File: src/rtl/fma_nan_pkg.sv
package fma_nan_pkg;

    // operand class codes
    localparam logic [1:0] CLS_NUM    = 2'd0;
    localparam logic [1:0] CLS_QUIET  = 2'd1;
    localparam logic [1:0] CLS_SIGNAL = 2'd2;

    // choice codes
    localparam logic [1:0] PICK_A    = 2'd0;
    localparam logic [1:0] PICK_B    = 2'd1;
    localparam logic [1:0] PICK_C    = 2'd2;
    localparam logic [1:0] PICK_DFLT = 2'd3;

    // slot test kinds
    localparam logic [1:0] TST_NONE  = 2'd0;
    localparam logic [1:0] TST_SIG   = 2'd1;
    localparam logic [1:0] TST_QUIET = 2'd2;
    localparam logic [1:0] TST_ANY   = 2'd3;

    localparam int SLOTS    = 5;
    localparam int N_ORDERS = 5;

    // priority orderings
    localparam int ORD_P0  = 0;
    localparam int ORD_P1L = 1;
    localparam int ORD_P1N = 2;
    localparam int ORD_P2  = 3;
    localparam int ORD_P3  = 4;

    // {test kind, operand} for one slot of one ordering
    function automatic logic [3:0] slot_rule(input int ord, input int slot);
        logic [1:0] tst;
        logic [1:0] opn;
        tst = TST_NONE;
        opn = PICK_A;
        if (ord == ORD_P2 || ord == ORD_P3) begin
            if (slot < 2) begin
                tst = TST_ANY;
                opn = (slot == 0) ? PICK_A : ((ord == ORD_P2) ? PICK_C : PICK_B);
            end
        end else begin
            tst = (slot < 3) ? TST_SIG : TST_QUIET;
            case (slot % 3)
                0:       opn = (ord == ORD_P1L) ? PICK_A : PICK_C;
                1:       opn = (ord == ORD_P1L) ? PICK_B : PICK_A;
                default: opn = (ord == ORD_P1L) ? PICK_C : PICK_B;
            endcase
        end
        return {tst, opn};
    endfunction

    function automatic logic [1:0] fallback_of(input int ord);
        return (ord == ORD_P1L || ord == ORD_P3) ? PICK_C : PICK_B;
    endfunction

endpackage

File: src/rtl/nan_order_chain.sv
module nan_order_chain
    import fma_nan_pkg::*;
#(
    parameter int ORD = 0
) (
    input  logic [1:0] cls_a,
    input  logic [1:0] cls_b,
    input  logic [1:0] cls_c,
    output logic [1:0] pick
);

    localparam logic [1:0] FALLBACK = fallback_of(ORD);

    logic [SLOTS-1:0] hit;
    logic [1:0]       slot_op [SLOTS];

    for (genvar i = 0; i < SLOTS; i++) begin : g_slot
        localparam logic [3:0] RULE = slot_rule(ORD, i);
        localparam logic [1:0] TST  = RULE[3:2];
        localparam logic [1:0] OPN  = RULE[1:0];

        logic [1:0] cls_sel;
        assign cls_sel = (OPN == PICK_A) ? cls_a :
                         (OPN == PICK_B) ? cls_b : cls_c;

        assign hit[i] = (TST == TST_SIG)   ? (cls_sel == CLS_SIGNAL) :
                        (TST == TST_QUIET) ? (cls_sel == CLS_QUIET)  :
                        (TST == TST_ANY)   ? (cls_sel == CLS_QUIET || cls_sel == CLS_SIGNAL) :
                                             1'b0;
        assign slot_op[i] = OPN;
    end

    // lowest slot index has highest priority
    always_comb begin
        pick = FALLBACK;
        for (int i = SLOTS - 1; i >= 0; i--) begin
            if (hit[i]) pick = slot_op[i];
        end
    end

endmodule

File: src/rtl/nan_policy_sel.sv
module nan_policy_sel
    import fma_nan_pkg::*;
(
    input  logic [1:0] cls_a,
    input  logic [1:0] cls_b,
    input  logic [1:0] cls_c,
    input  logic       inf_zero,
    input  logic [1:0] policy,
    input  logic       legacy_enc,
    output logic [1:0] pick,
    output logic       invalid
);

    logic [1:0] ord_pick [N_ORDERS];

    for (genvar o = 0; o < N_ORDERS; o++) begin : g_ord
        nan_order_chain #(.ORD(o)) u_chain (
            .cls_a (cls_a),
            .cls_b (cls_b),
            .cls_c (cls_c),
            .pick  (ord_pick[o])
        );
    end

    // infinity-times-zero override is resolved before the chain result
    always_comb begin
        pick    = PICK_A;
        invalid = 1'b0;
        unique case (policy)
            2'd0: begin
                if (inf_zero && cls_c == CLS_QUIET) begin
                    pick    = PICK_DFLT;
                    invalid = 1'b1;
                end else begin
                    pick = ord_pick[ORD_P0];
                end
            end
            2'd1: begin
                if (inf_zero) begin
                    pick    = legacy_enc ? PICK_DFLT : PICK_C;
                    invalid = 1'b1;
                end else begin
                    pick = legacy_enc ? ord_pick[ORD_P1L] : ord_pick[ORD_P1N];
                end
            end
            2'd2: begin
                if (inf_zero) begin
                    pick    = PICK_C;
                    invalid = 1'b1;
                end else begin
                    pick = ord_pick[ORD_P2];
                end
            end
            default: begin
                pick = ord_pick[ORD_P3];
            end
        endcase
    end

endmodule

File: src/rtl/fma_nan_sel.sv
module fma_nan_sel
    import fma_nan_pkg::*;
(
    input  logic       clk,
    input  logic       rst_n,
    input  logic       in_valid,
    input  logic [1:0] cls_a,
    input  logic [1:0] cls_b,
    input  logic [1:0] cls_c,
    input  logic       inf_zero,
    input  logic [1:0] policy,
    input  logic       legacy_enc,
    output logic       out_valid,
    output logic [1:0] pick,
    output logic       invalid
);

    typedef enum logic {ST_IDLE, ST_EMIT} state_e;

    state_e     state_q, state_d;
    logic [1:0] pick_d, pick_q;
    logic       inv_d, inv_q;

    nan_policy_sel u_policy (
        .cls_a      (cls_a),
        .cls_b      (cls_b),
        .cls_c      (cls_c),
        .inf_zero   (inf_zero),
        .policy     (policy),
        .legacy_enc (legacy_enc),
        .pick       (pick_d),
        .invalid    (inv_d)
    );

    // transitions: T_ACCEPT, T_IDLE_WAIT, T_AGAIN, T_DRAIN
    always_comb begin
        state_d = state_q;
        unique case (state_q)
            ST_IDLE: state_d = in_valid ? ST_EMIT : ST_IDLE;
            ST_EMIT: state_d = in_valid ? ST_EMIT : ST_IDLE;
        endcase
    end

    always_ff @(posedge clk or negedge rst_n) begin
        if (!rst_n) state_q <= ST_IDLE;
        else        state_q <= state_d;
    end

    always_ff @(posedge clk or negedge rst_n) begin
        if (!rst_n) begin
            pick_q <= PICK_A;
            inv_q  <= 1'b0;
        end else if (in_valid) begin
            pick_q <= pick_d;
            inv_q  <= inv_d;
        end
    end

    assign out_valid = (state_q == ST_EMIT);
    assign pick      = pick_q;
    assign invalid   = inv_q;

    assert_accept_lat_R1: assert property (@(posedge clk) disable iff (!rst_n)
        in_valid |=> out_valid);
    assert_no_spurious_R1: assert property (@(posedge clk) disable iff (!rst_n)
        !in_valid |=> !out_valid);
    assert_hold_result_R2: assert property (@(posedge clk) disable iff (!rst_n)
        !in_valid |=> ($stable(pick) && $stable(invalid)));
    assert_dflt_flags_R6: assert property (@(posedge clk) disable iff (!rst_n)
        (out_valid && pick == PICK_DFLT) |-> invalid);
    assert_p2_override_R9: assert property (@(posedge clk) disable iff (!rst_n)
        (in_valid && policy == 2'd2 && inf_zero) |=> (invalid && pick == PICK_C));
    assert_p3_quiet_R10: assert property (@(posedge clk) disable iff (!rst_n)
        (in_valid && policy == 2'd3) |=> (!invalid && pick != PICK_DFLT));
    assert_inv_source_R12: assert property (@(posedge clk) disable iff (!rst_n)
        (in_valid && !inf_zero) |=> !invalid);

endmodule

File: config.mk
export PLATFORM = sky130hd
export DESIGN_NAME = fma_nan_sel
export DESIGN_NICKNAME = d
export VERILOG_FILES = /design/src/rtl/fma_nan_pkg.sv /design/src/rtl/nan_order_chain.sv /design/src/rtl/nan_policy_sel.sv /design/src/rtl/fma_nan_sel.sv
export SDC_FILE = /design/constraint.sdc
export NUM_CORES = 1
export LEC_CHECK = 0
export BUFFER_PORTS_ARGS = -buffer_cell sky130_fd_sc_hd__buf_2
export CELL_PAD_IN_SITES_DETAIL_PLACEMENT = 0
export CELL_PAD_IN_SITES_GLOBAL_PLACEMENT = 1
export CORE_MARGIN = 4
export CORE_UTILIZATION = 38
export DETAILED_ROUTE_END_ITERATION = 12
export GPL_TIMING_DRIVEN = 0
export PLACE_DENSITY = 0.81
export SKIP_LAST_GASP = 1
export SYNTH_ARGS = -nofsm -noshare
export SYNTH_HDL_FRONTEND = slang
export SYNTH_HIERARCHICAL = 1
export SYNTH_SLANG_ARGS = --single-unit
File: constraint.sdc
create_clock -name clk -period 1 [get_ports clk]
set_input_delay 0.1 -clock clk [delete_from_list [all_inputs] [get_ports clk]]
set_output_delay 0.1 -clock clk [all_outputs]
set_load 0.02 [all_outputs]
==> metrics.yaml <==
detailed_routing:
  dr_wl_met3_um: 59
  drt-initial-drc-count: 5
  dr.pass1.iters: 2
  wl_met2_um: 714
  vias: 541
  viasPerCell: 5.10
  drc: 0
  wl_met1_um: 598
  top_layer: "met3"
  routed_wl_mm: 1.37
  postRouteAntennaNets: 0
  wl_per_cell_um: 12.9
synth:
  synth_cell_type_count: 25
  ys_ff_latch: 4
  yosysWarnings: 6
  synth_fp_nets: 83
  synth_top_area_share_pct: 17.6
  syn_avg_cell_area_sq_um: 8.61
  yosys-top-cells-area: "dfrtp_1 (18%), ha_1 (8.8%), nor2b_1 (8.8%)"
  synth.cell_area_sq_um: 568
  synth_cells: 66
  synth_seq_area_share_pct: 17.6
  yosysTopAreaCell: "dfrtp_1"
place:
  routabilityCongestion: 0.728
  hpwl_um: 919
  placed_cell_area_sq_um: 677
  port_buffers: 16
critical_path:
  path_cells: "buf_8 > nor2b_4 > nor3_1 > or2_1 > mux2_4 > o21ai_2 > a41oi_2 > mux2_4"
  crit_top_cell: "mux2_4"
  critPathLaunchType: "input pin"
  cp_slowest_stage_delay_ns: 0.28
  crit_slowest_cell: "mux2_4"
  cp.required_ns: 1.11
  crit_arrival_ns: 1.37
  crit_fanout: 4
  criticalPathCategory: "input pin to flip-flop"
  end_kind: "flip-flop"
layout:
  multi_input_area_sq_um: 518
  nFillCells: 119
  diodes: 0
  drive_gt1_share_pct: 47.3
  syn_to_final_growth_pct: 50.7
  fin_nets: 110
  final_area_sq_um: 856
  regArea_sq_um: 100
floorplanning:
  fp-row-count: 13
  start_util_pct: 42.1
  die_h_um: 46.7
  core_area_sq_um: 1350
  fp.dieW_um: 46.7
  io_pins: 17
  die_area_sq_um: 2180
sta:
  slew_violations: 0
  finalSetupViolCount: 2
  skew_ns: 0
  holdWs_ns: 0.0311
  finalWorstSetupSlack_ns: -0.251
  slew-limit-headroom_pct: 85.5
  hold_viol: 0
  layout_min_cycle_time_ns: 1.25
  max_freq_mhz: 799
  timing.final.crit_share_pct: 125
  rsz0062_at_grt: "true"
  setup-tns-final_ns: -0.435
  worstMarginPinSlew_ns: 0.215
clock_network:
  cts_buffers: 3
  clock_latency_ns: 0.23
  clock_sinks: 4
  cts_tree: "yes"
  clk_pin_slew_worst_paths_ns: 0.04
  htreeDepth: 1
  cts_max_path_buffers: 2
  clockRootBuffer: "clkbuf_4"
global_route:
  grt_max_degree: 8
  grt_pass1_vias: 561
  grtUsageTotal_pct: 14.5
  overflow: 0
  grt_pass1_wl_mm: 2.29
  antenna_found_initial: 0
power_and_ir_drop:
  leakage_nw: 0.402
  ir_drop_uv: 723
  power.density_nw_per_um2: 866
worst_hold_path:
  hp-class: "input pin to flip-flop"
status:
  outcome: "finished with violations"
  violations: "setup timing"
run:
  cap_violations: 0
## layout make-up
type	count	share of cell area, %
multi-input cells	60	60.5
repair buffers	22	22.1
flip-flops and latches	4	11.7
clock buffers	3	2.63
well taps	15	2.19
inverters	2	0.877
## layout by cell type, fill, tap and decap left out, drive strengths merged
master / count
a21oi: 4
a41oi: 2
and3b: 1
buf: 21
clkbuf: 3
dfrtp: 4
dlygate4sd3: 1
ha: 4
inv: 2
mux2: 4
nand2: 2
nand2b: 8
nand3b: 1
nor2: 3
nor2b: 13
nor3: 5
nor3b: 2
o21a: 1
o21ai: 3
o32ai: 1
or2: 2
xnor2: 1
xor2: 3
## registers in the layout (all words and copies together), names as in the netlist
| signal | flops |
|---|---|
| pick | 2 |
| invalid | 1 |
| out_valid | 1 |
## power breakdown
group | internal [mW] | switching [mW]
logic | 0.189 | 0.161
registers | 0.183 | 0.00749
clock network | 0.134 | 0.0664
## synth_stat cells
master and instances:
o21a_1 1, nand3b_1 1, a41oi_1 2, nor2b_1 8, nor3_1 5, ha_1 4, o32ai_2 1, o21ai_0 1
nor3b_1 2, xor2_1 3, inv_1 2, nor2b_2 2, a21oi_1 4, nor2b_4 3, xnor2_1 1, mux2_1 1
nand2b_1 7, nor2_1 3, or2_1 2, o21ai_1 2, nand2_1 2, mux2_2 3, dfrtp_1 4, nand2b_4 1
and3b_1 1
## critical path, delay by kind of cell
family                 cells  cell delay, ns
muxes                      2            0.55
buffers and inverters      1            0.10
AOI/OAI and AO/OA          2            0.23
and+or+nand+nor            3            0.38
## timing repair
action / CTS / global route
pin swaps: 5 / 3
setup buffers: 5 / 0
gates resized for setup: 23 / 5
endpoints found under the hold margin: 4 / 0
endpoints found under the setup margin: 2 / 3
gates cloned: 0 / 0
hold buffers: 1 / 0
## final timing paths
check | start | endpoint | slack (ns) | cells past startpoint
worst max-delay path | cls_b[0] | pick[1] | -0.25 | 8
worst min-delay path | in_valid | out_valid | 0.03 | 1
worst max register to register | pick[1] | pick[1] | 0.25 | 1
worst min register to register | pick[0] | pick[0] | 0.49 | 1
max in group asynchronous | rst_n | invalid | 0.68 | 2
min in group asynchronous | rst_n | out_valid | 0.20 | 2
## metrics by stage
step | setup WS [ns] | util [%] | power [mW] | cells
3_5_place_dp | -0.618 | 50.1 | 0.466 | 97
3_3_place_gp | -0.635 | 50.1 | 0.463 | 97
4_1_cts | -0.268 | 61.9 | 0.743 | 106
2_1_floorplan | -0.320 | - | 0.368 | 66
6_report | -0.251 | 63.4 | 0.741 | 106
5_1_grt | -0.290 | 63.4 | 0.796 | 106
## kinds of logic after synthesis
logic type,after synthesis,synth area share [%]
simple gates,37,44.7
compound gates,11,13.4
xor+xnor,4,6.17
mux,4,7.93
fa+ha+maj,4,8.81
flops,4,17.6
buf+inv,2,1.32
## layer usage
layer	global-route usage (%)	vias to the layer above
li1	-	284
met1	17.3	248
met2	25.8	9
met3	5.86	0
met4	0	0
met5	0	-
Power figures use the tool's default switching activity.
